[src/rtl/lane_pkg.sv]
// Package: shared sizes and encodings for the byte-lane steering unit.
// Assumes a bus of two equal lanes that share one address.
package lane_pkg;
    localparam int ADDR_W = 20;
    localparam int LANE_W = 8;

    // Where a captured read byte or word lands in the result.
    typedef enum logic [1:0] {
        DEST_FULL = 2'd0,
        DEST_LO   = 2'd1,
        DEST_HI   = 2'd2
    } dest_e;

    typedef enum logic [1:0] {
        ST_IDLE  = 2'd0,
        ST_BEAT1 = 2'd1,
        ST_BEAT2 = 2'd2
    } seq_st_e;
endpackage

[src/rtl/lane_plan.sv]
// Module: lane_plan
// Works out, from the held request and the current beat, the bus
// address, upper-lane enable, write lanes and where read data lands.
// Purely combinational. Assumes a two-lane bus; address bit 0 is the
// lower-lane enable.
module lane_plan
    import lane_pkg::*;
#(
    parameter int AW = ADDR_W,
    parameter int LW = LANE_W
) (
    input  logic [AW-1:0]   req_addr,
    input  logic            req_wr,
    input  logic            req_word,
    input  logic            req_fetch,
    input  logic [2*LW-1:0] req_wdata,
    input  logic            phase2,
    output logic [AW-1:0]   beat_addr,
    output logic            beat_bhe_n,
    output logic            beat_we,
    output logic [2*LW-1:0] beat_wdata,
    output logic            beat_split,
    output logic            beat_lane_hi,
    output dest_e           beat_dest
);
    localparam int DW = 2 * LW;

    // Pick the enables, lanes and destination for the current beat.
    always_comb begin
        beat_split   = req_word & req_addr[0] & ~req_fetch;
        beat_addr    = req_addr;
        beat_bhe_n   = 1'b1;
        beat_we      = req_wr & ~req_fetch;
        beat_wdata   = '0;
        beat_lane_hi = 1'b0;
        beat_dest    = DEST_LO;
        if (req_fetch) begin
            beat_addr  = {req_addr[AW-1:1], 1'b0};
            beat_bhe_n = 1'b0;
            beat_dest  = DEST_FULL;
        end else if (phase2) begin
            beat_addr             = req_addr + AW'(1);
            beat_wdata[LW-1:0]    = req_wdata[DW-1:LW];
            beat_dest             = DEST_HI;
        end else if (req_addr[0]) begin
            beat_bhe_n            = 1'b0;
            beat_wdata[DW-1:LW]   = req_wdata[LW-1:0];
            beat_lane_hi          = 1'b1;
        end else if (req_word) begin
            beat_bhe_n = 1'b0;
            beat_wdata = req_wdata;
            beat_dest  = DEST_FULL;
        end else begin
            beat_wdata[LW-1:0] = req_wdata[LW-1:0];
        end
    end
endmodule

[src/rtl/lane_gather.sv]
// Module: lane_gather
// Holds the read result and fills it in from the chosen bus lane on
// each read ack. Assumes the low half of a split is captured first.
module lane_gather
    import lane_pkg::*;
#(
    parameter int LW = LANE_W
) (
    input  logic            clk,
    input  logic            rst_n,
    input  logic            capture,
    input  logic            lane_hi,
    input  dest_e           dest,
    input  logic [2*LW-1:0] bus_rdata,
    output logic [2*LW-1:0] rdata_q
);
    localparam int DW = 2 * LW;

    logic [LW-1:0] pick;

    // Select the byte from the lane that served this beat.
    always_comb pick = lane_hi ? bus_rdata[DW-1:LW] : bus_rdata[LW-1:0];

    // Place captured data into the result register.
    always_ff @(posedge clk) begin
        if (!rst_n) begin
            rdata_q <= '0;
        end else if (capture) begin
            case (dest)
                DEST_FULL: rdata_q <= bus_rdata;
                DEST_HI:   rdata_q[DW-1:LW] <= pick;
                default:   rdata_q <= {{LW{1'b0}}, pick};
            endcase
        end
    end
endmodule

[src/rtl/lane_seq.sv]
// Module: lane_seq
// Steps a request through one or two bus beats and raises a single
// done pulse after the last ack. Assumes bus_ack lasts one cycle.
module lane_seq
    import lane_pkg::*;
(
    input  logic clk,
    input  logic rst_n,
    input  logic req_valid,
    input  logic bus_ack,
    input  logic split,
    output logic load,
    output logic busy,
    output logic phase2,
    output logic done
);
    seq_st_e state;

    // Decode the handshake outputs from the state.
    always_comb begin
        load   = (state == ST_IDLE) && req_valid;
        busy   = (state != ST_IDLE);
        phase2 = (state == ST_BEAT2);
    end

    // Advance the beat state and form the done pulse.
    always_ff @(posedge clk) begin
        if (!rst_n) begin
            state <= ST_IDLE;
            done  <= 1'b0;
        end else begin
            done <= 1'b0;
            case (state)
                ST_IDLE:  if (req_valid) state <= ST_BEAT1;
                ST_BEAT1: if (bus_ack) begin
                    if (split) begin
                        state <= ST_BEAT2;
                    end else begin
                        state <= ST_IDLE;
                        done  <= 1'b1;
                    end
                end
                ST_BEAT2: if (bus_ack) begin
                    state <= ST_IDLE;
                    done  <= 1'b1;
                end
                default: state <= ST_IDLE;
            endcase
        end
    end


    done_single_pulse_chk: assert property (@(posedge clk) disable iff (!rst_n)
        done |=> !done);

    split_second_beat_chk: assert property (@(posedge clk) disable iff (!rst_n)
        (state == ST_BEAT1 && bus_ack && split) |=> (phase2 && !done));
endmodule

[src/rtl/lane_steer_unit.sv]
// Module: lane_steer_unit (top)
// Takes byte/word requests at any byte address, steers them onto a
// two-lane bus, splits odd data words into two beats and returns one
// completion. Assumes an external sequencer acks each held bus_req.
module lane_steer_unit
    import lane_pkg::*;
#(
    parameter int AW = ADDR_W,
    parameter int LW = LANE_W
) (
    input  logic            clk,
    input  logic            rst_n,
    input  logic            req_valid,
    output logic            req_ready,
    input  logic [AW-1:0]   req_addr,
    input  logic            req_write,
    input  logic            req_word,
    input  logic            req_fetch,
    input  logic [2*LW-1:0] req_wdata,
    output logic            rsp_done,
    output logic [2*LW-1:0] rsp_rdata,
    output logic            bus_req,
    output logic [AW-1:0]   bus_addr,
    output logic            bus_bhe_n,
    output logic            bus_we,
    output logic [2*LW-1:0] bus_wdata,
    input  logic [2*LW-1:0] bus_rdata,
    input  logic            bus_ack
);
    localparam int DW = 2 * LW;

    logic [AW-1:0] addr_q;
    logic          wr_q, word_q, fetch_q;
    logic [DW-1:0] wdata_q;
    logic          load, busy, phase2, split, lane_hi;
    dest_e         dest;

    // Hold the accepted request for the whole transaction.
    always_ff @(posedge clk) begin
        if (!rst_n) begin
            addr_q  <= '0;
            wr_q    <= 1'b0;
            word_q  <= 1'b0;
            fetch_q <= 1'b0;
            wdata_q <= '0;
        end else if (load) begin
            addr_q  <= req_addr;
            wr_q    <= req_write;
            word_q  <= req_word;
            fetch_q <= req_fetch;
            wdata_q <= req_wdata;
        end
    end

    lane_seq u_seq (
        .clk(clk), .rst_n(rst_n), .req_valid(req_valid), .bus_ack(bus_ack),
        .split(split), .load(load), .busy(busy), .phase2(phase2), .done(rsp_done)
    );

    lane_plan #(.AW(AW), .LW(LW)) u_plan (
        .req_addr(addr_q), .req_wr(wr_q), .req_word(word_q), .req_fetch(fetch_q),
        .req_wdata(wdata_q), .phase2(phase2), .beat_addr(bus_addr),
        .beat_bhe_n(bus_bhe_n), .beat_we(bus_we), .beat_wdata(bus_wdata),
        .beat_split(split), .beat_lane_hi(lane_hi), .beat_dest(dest)
    );

    lane_gather #(.LW(LW)) u_gather (
        .clk(clk), .rst_n(rst_n), .capture(bus_ack && busy && !bus_we),
        .lane_hi(lane_hi), .dest(dest), .bus_rdata(bus_rdata), .rdata_q(rsp_rdata)
    );

    // Present handshake status to both sides.
    always_comb begin
        req_ready = !busy;
        bus_req   = busy;
    end


    bus_hold_chk: assert property (@(posedge clk) disable iff (!rst_n)
        (bus_req && !bus_ack) |=> (bus_req && $stable(bus_addr) && $stable(bus_bhe_n)
                                   && $stable(bus_we) && $stable(bus_wdata)));

    ready_busy_excl_chk: assert property (@(posedge clk) disable iff (!rst_n)
        !(req_ready && bus_req));

    enable_coherent_chk: assert property (@(posedge clk) disable iff (!rst_n)
        (bus_req && bus_addr[0]) |-> !bus_bhe_n);

    split_next_addr_chk: assert property (@(posedge clk) disable iff (!rst_n)
        $rose(phase2) |-> (bus_addr == AW'($past(bus_addr) + AW'(1)) && bus_bhe_n));

    fetch_aligned_chk: assert property (@(posedge clk) disable iff (!rst_n)
        (bus_req && fetch_q) |-> (!bus_addr[0] && !bus_we && !bus_bhe_n));
endmodule

[config.mk]
export PLATFORM = sky130hd
export DESIGN_NAME = lane_steer_unit
export DESIGN_NICKNAME = d
export VERILOG_FILES = /design/src/rtl/lane_pkg.sv /design/src/rtl/lane_plan.sv /design/src/rtl/lane_gather.sv /design/src/rtl/lane_seq.sv /design/src/rtl/lane_steer_unit.sv
export SDC_FILE = /design/constraint.sdc
export NUM_CORES = 1
export LEC_CHECK = 0
export ABC_AREA = 1
export BUFFER_PORTS_ARGS = -buffer_cell sky130_fd_sc_hd__buf_2
export CAP_MARGIN = 40
export CORE_MARGIN = 2
export CORE_UTILIZATION = 52
export CTS_BUF_LIST = sky130_fd_sc_hd__clkbuf_4 sky130_fd_sc_hd__clkbuf_8
export DETAILED_ROUTE_END_ITERATION = 10
export HOLD_SLACK_MARGIN = 0.03
export MAX_ROUTING_LAYER = met4
export PLACE_DENSITY_LB_ADDON = 0.15
export SETUP_SLACK_MARGIN = 0.4
export SLEW_MARGIN = 20
export SYNTH_ARGS = -nofsm -noshare
export SYNTH_HDL_FRONTEND = slang
export SYNTH_SLANG_ARGS = --single-unit
[constraint.sdc]
create_clock -name clk -period 2.2 [get_ports clk]
set_input_delay 0.11 -clock clk [delete_from_list [all_inputs] [get_ports clk]]
set_output_delay 0.11 -clock clk [all_outputs]
set_load 0.01 [all_outputs]
==> impl_metrics.csv <==
group,metric,value,unit
status,status,"complete, no violations",
final_layout,drive_above_1_share,33.9,%
worst_hold_path,min_delay_worst_endpoint,"addr_q[5]$_SDFFE_PN0P_",
floorplan,die_h,83.4,µm
logic_synthesis,synth_area_leader_cell,"dfxtp_1",
global_route,use_met3,5.27,%
logic_synthesis,netlist_area,0.00328,mm²
cts,clk_latency,350,ps
global_route,track_usage,28.9,%
placed_design,port_buffers,115,
sta,holdWs,32.4,ps
pwr,powerDensity,1010,mW/mm²
pwr,p_leak,2.28,nW
drt,drt-initial-drc-count,212,
setup_path,crit_fanout,4,
pwr,total_power,0.00479,W
drt,ant_nets,0,
floorplan,rows,28,
logic_synthesis,synth_edf_count,0,
logic_synthesis,synthCells,499,
logic_synthesis,yosys-top-cells-count,"nand2_1, nor2_1, dfxtp_1",
floorplan,chipWidth,83.4,µm
final_layout,syn_to_final_growth,44.3,%
sta,fmaxAchievable,523,MHz
flow_run,drv_cap,0,
logic_synthesis,synth_flop_cell,"dfxtp_1",
global_route,busiest_layer,"met2",
worst_hold_path,min-delay-path-class,"input port to flip-flop",
logic_synthesis,yosysWarnings,0,
setup_path,worst-r2r-cell-count,7,
drt,viasPerCell,5.54,
drt,drtPass1Iterations,5,
cts,cts_buffer_depth,2,
sta,maxSlewViolCount,0,
floorplan,core_area,0.00599,mm²
cts,cts_inserted_buffers,9,
logic_synthesis,synth_most_common_cell,"nand2_1",
global_route,use_met2,49.3,%
floorplan,die_area,0.00695,mm²
setup_path,crit_family,"simple AND/OR/NAND/NOR gates",
sta,finalHoldViolations,0,
final_layout,diodes,0,
pwr,vdd_drop_max,0.000630,V
floorplan,start_util,54.7,%
sta,slew_headroom,75.6,%
worst_hold_path,hold_path.startpoint,"req_addr[5]",
setup_path,reg2reg_slack,520,ps
setup_path,critPathSlowestCell,"dfxtp_2",
sta,post-route-min-period,1910,ps
drt,routedWlPerCell,14.9,µm
floorplan,ioPinCount,116,
drt,vias,4013,
setup_path,cp_cell_sequence,"inv_4, ha_4, inv_4, nor2_4, nand2_2, nor2_4, nand3_1, nand2_1, nand2_1, inv_1, buf_2",
final_layout,nNetsFinal,709,
sta,fin_setup_tns,0,ps
sta,setup_viol,0,
setup_path,rr_endpoint,"wdata_q[6]$_SDFFE_PN0P_",
global_route,overflow,0,
cts,path_clk_slew,80,ps
cts,h-tree-depth,3,
sta,post-route-period-util,86.9,%
cts,clock-sinks,58,
placed_design,place_congestion,0.933,
sta,skew,11.4,ps
setup_path,required,2090,ps
final_layout,postLayoutCoreUtil,78.9,%
global_route,antenna_found_initial,0,
global_route,grt_pass1_wl,16100,µm
cts,root_buffer,"clkbuf_8",
sta,rsz0062_at_grt,"yes",
cts,cts_tree,"built",
setup_path,critPathLaunchType,"flip-flop",
setup_path,regToRegStartpoint,"u_seq.state[1]$_SDFFE_PN0P_",
logic_synthesis,synth_top_area_share,35.4,%
global_route,use_met1,33.6,%
setup_path,crit_path_max_incr_delay,340,ps
logic_synthesis,synth_nets,564,
logic_synthesis,postSynthAreaPerCell,6.56,µm²
global_route,grt_max_degree,49,
setup_path,critPathCaptureType,"output pin",
setup_path,arrival,1800,ps
drt,wl,10800,µm
logic_synthesis,synth_seq_cells,58,
logic_synthesis,netlist_top_cells_area,"dfxtp_1, nand2_1, nor2_1, o21ai_0, a21oi_1",
global_route,grt_pass1_vias,3542,
drt,route.detailed.drc,0,
setup_path,path_class,"flip-flop to output pin",
setup_path,critPathBufInv,4,
worst_hold_path,hold_depth,3,
logic_synthesis,synth_cell_types,34,
logic_synthesis,async_flop_share,0,%
logic_synthesis,yosysSeqAreaShare,35.4,%
sta,worst_pin_slew,367,ps
placed_design,hpwl,6540,µm
## tightest hold or removal path, stage by stage
cell,delay [ps]
buf_2,70
o21ai_0,70
nor2_1,80
## flip-flops by register name (all words and copies together) (netlist names)
| signal | flops |
|---|---|
| fetch_q | 1 |
| word_q | 1 |
| wr_q | 1 |
| wdata_q | 16 |
| u_gather.rdata_q | 16 |
| u_seq.state | 2 |
| addr_q | 20 |
| u_seq.done | 1 |
## through the flow
step	instance area [µm²]	cells	setup WS, ps
floorplan	3280	499	440
global placement	3860	671	315
detailed placement	3880	672	253
CTS	4480	714	337
global route	4730	724	192
finish	4730	724	289
## logic make-up after synthesis
| group | count (synthesis) | share of synthesized area, % |
|---|---|---|
| buf+inv | 65 | 8.59 |
| fa+ha+maj | 6 | 2.29 |
| flops | 58 | 35.4 |
| compound gates | 102 | 16.7 |
| xor+xnor | 11 | 2.94 |
| simple gates | 257 | 34.0 |
## layout by cell type, fill, tap and decap left out, types with 7 or more instances in the layout
master	n
nand2_1	100
clkbuf_8	10
nand3_1	24
a21oi_1	32
nor2_1	83
nand3b_1	11
dfxtp_1	50
buf_4	21
nor2_4	12
nand2_2	7
dlygate4sd3_1	16
buf_2	113
inv_1	29
o21ai_0	52
## layout make-up
cell class	instances	area, µm²
clock inverter	5	77.6
sequential	58	1180
inverter	42	191
clock buffer	11	145
fill	455	1260
multi-input combinational	377	2090
timing repair buffer	156	955
tap	75	93.8
## power by group
group	leakage [nW]	internal, W	switching (W)
clock network	0.113	0.000677	0.000447
logic	1.69	0.000847	0.00132
registers	0.481	0.00129	0.000211
total	2.28	0.00281	0.00198
## worst max-delay path by stage
stage,start,endpoint,cells past startpoint
6_report,u_seq.state[0]$_SDFFE_PN0P_,bus_addr[11],11
5_1_grt,u_seq.state[0]$_SDFFE_PN0P_,bus_addr[19],11
4_1_cts,u_seq.state[0]$_SDFFE_PN0P_,bus_addr[10],7
3_5_place_dp,u_seq.state[0]$_SDFFE_PN0P_,u_gather.rdata_q[15]$_SDFFE_PN0N_,10
3_3_place_gp,u_seq.state[0]$_SDFFE_PN0P_,u_gather.rdata_q[10]$_SDFFE_PN0N_,10
2_1_floorplan,u_seq.state[0]$_SDFFE_PN0P_,u_gather.rdata_q[8]$_SDFFE_PN0N_,12
## per-layer routing
layer  share of wire [%]  routed length (µm)
met1                  40                4280
met2                  50                5350
met3                 7.2                 780
met4                 3.4                 364
met5                   0                   0
## repair_timing
item                                    in CTS  in global routing
buffers inserted                            10                  9
gates resized for setup                     39                 52
hold buffers                                16                  0
cloned                                       0                  1
endpoints found under the setup margin      52                 69
pin swaps                                   12                 22
hold endpoints to repair                    16                  0
(Power assumes the default switching activity.)
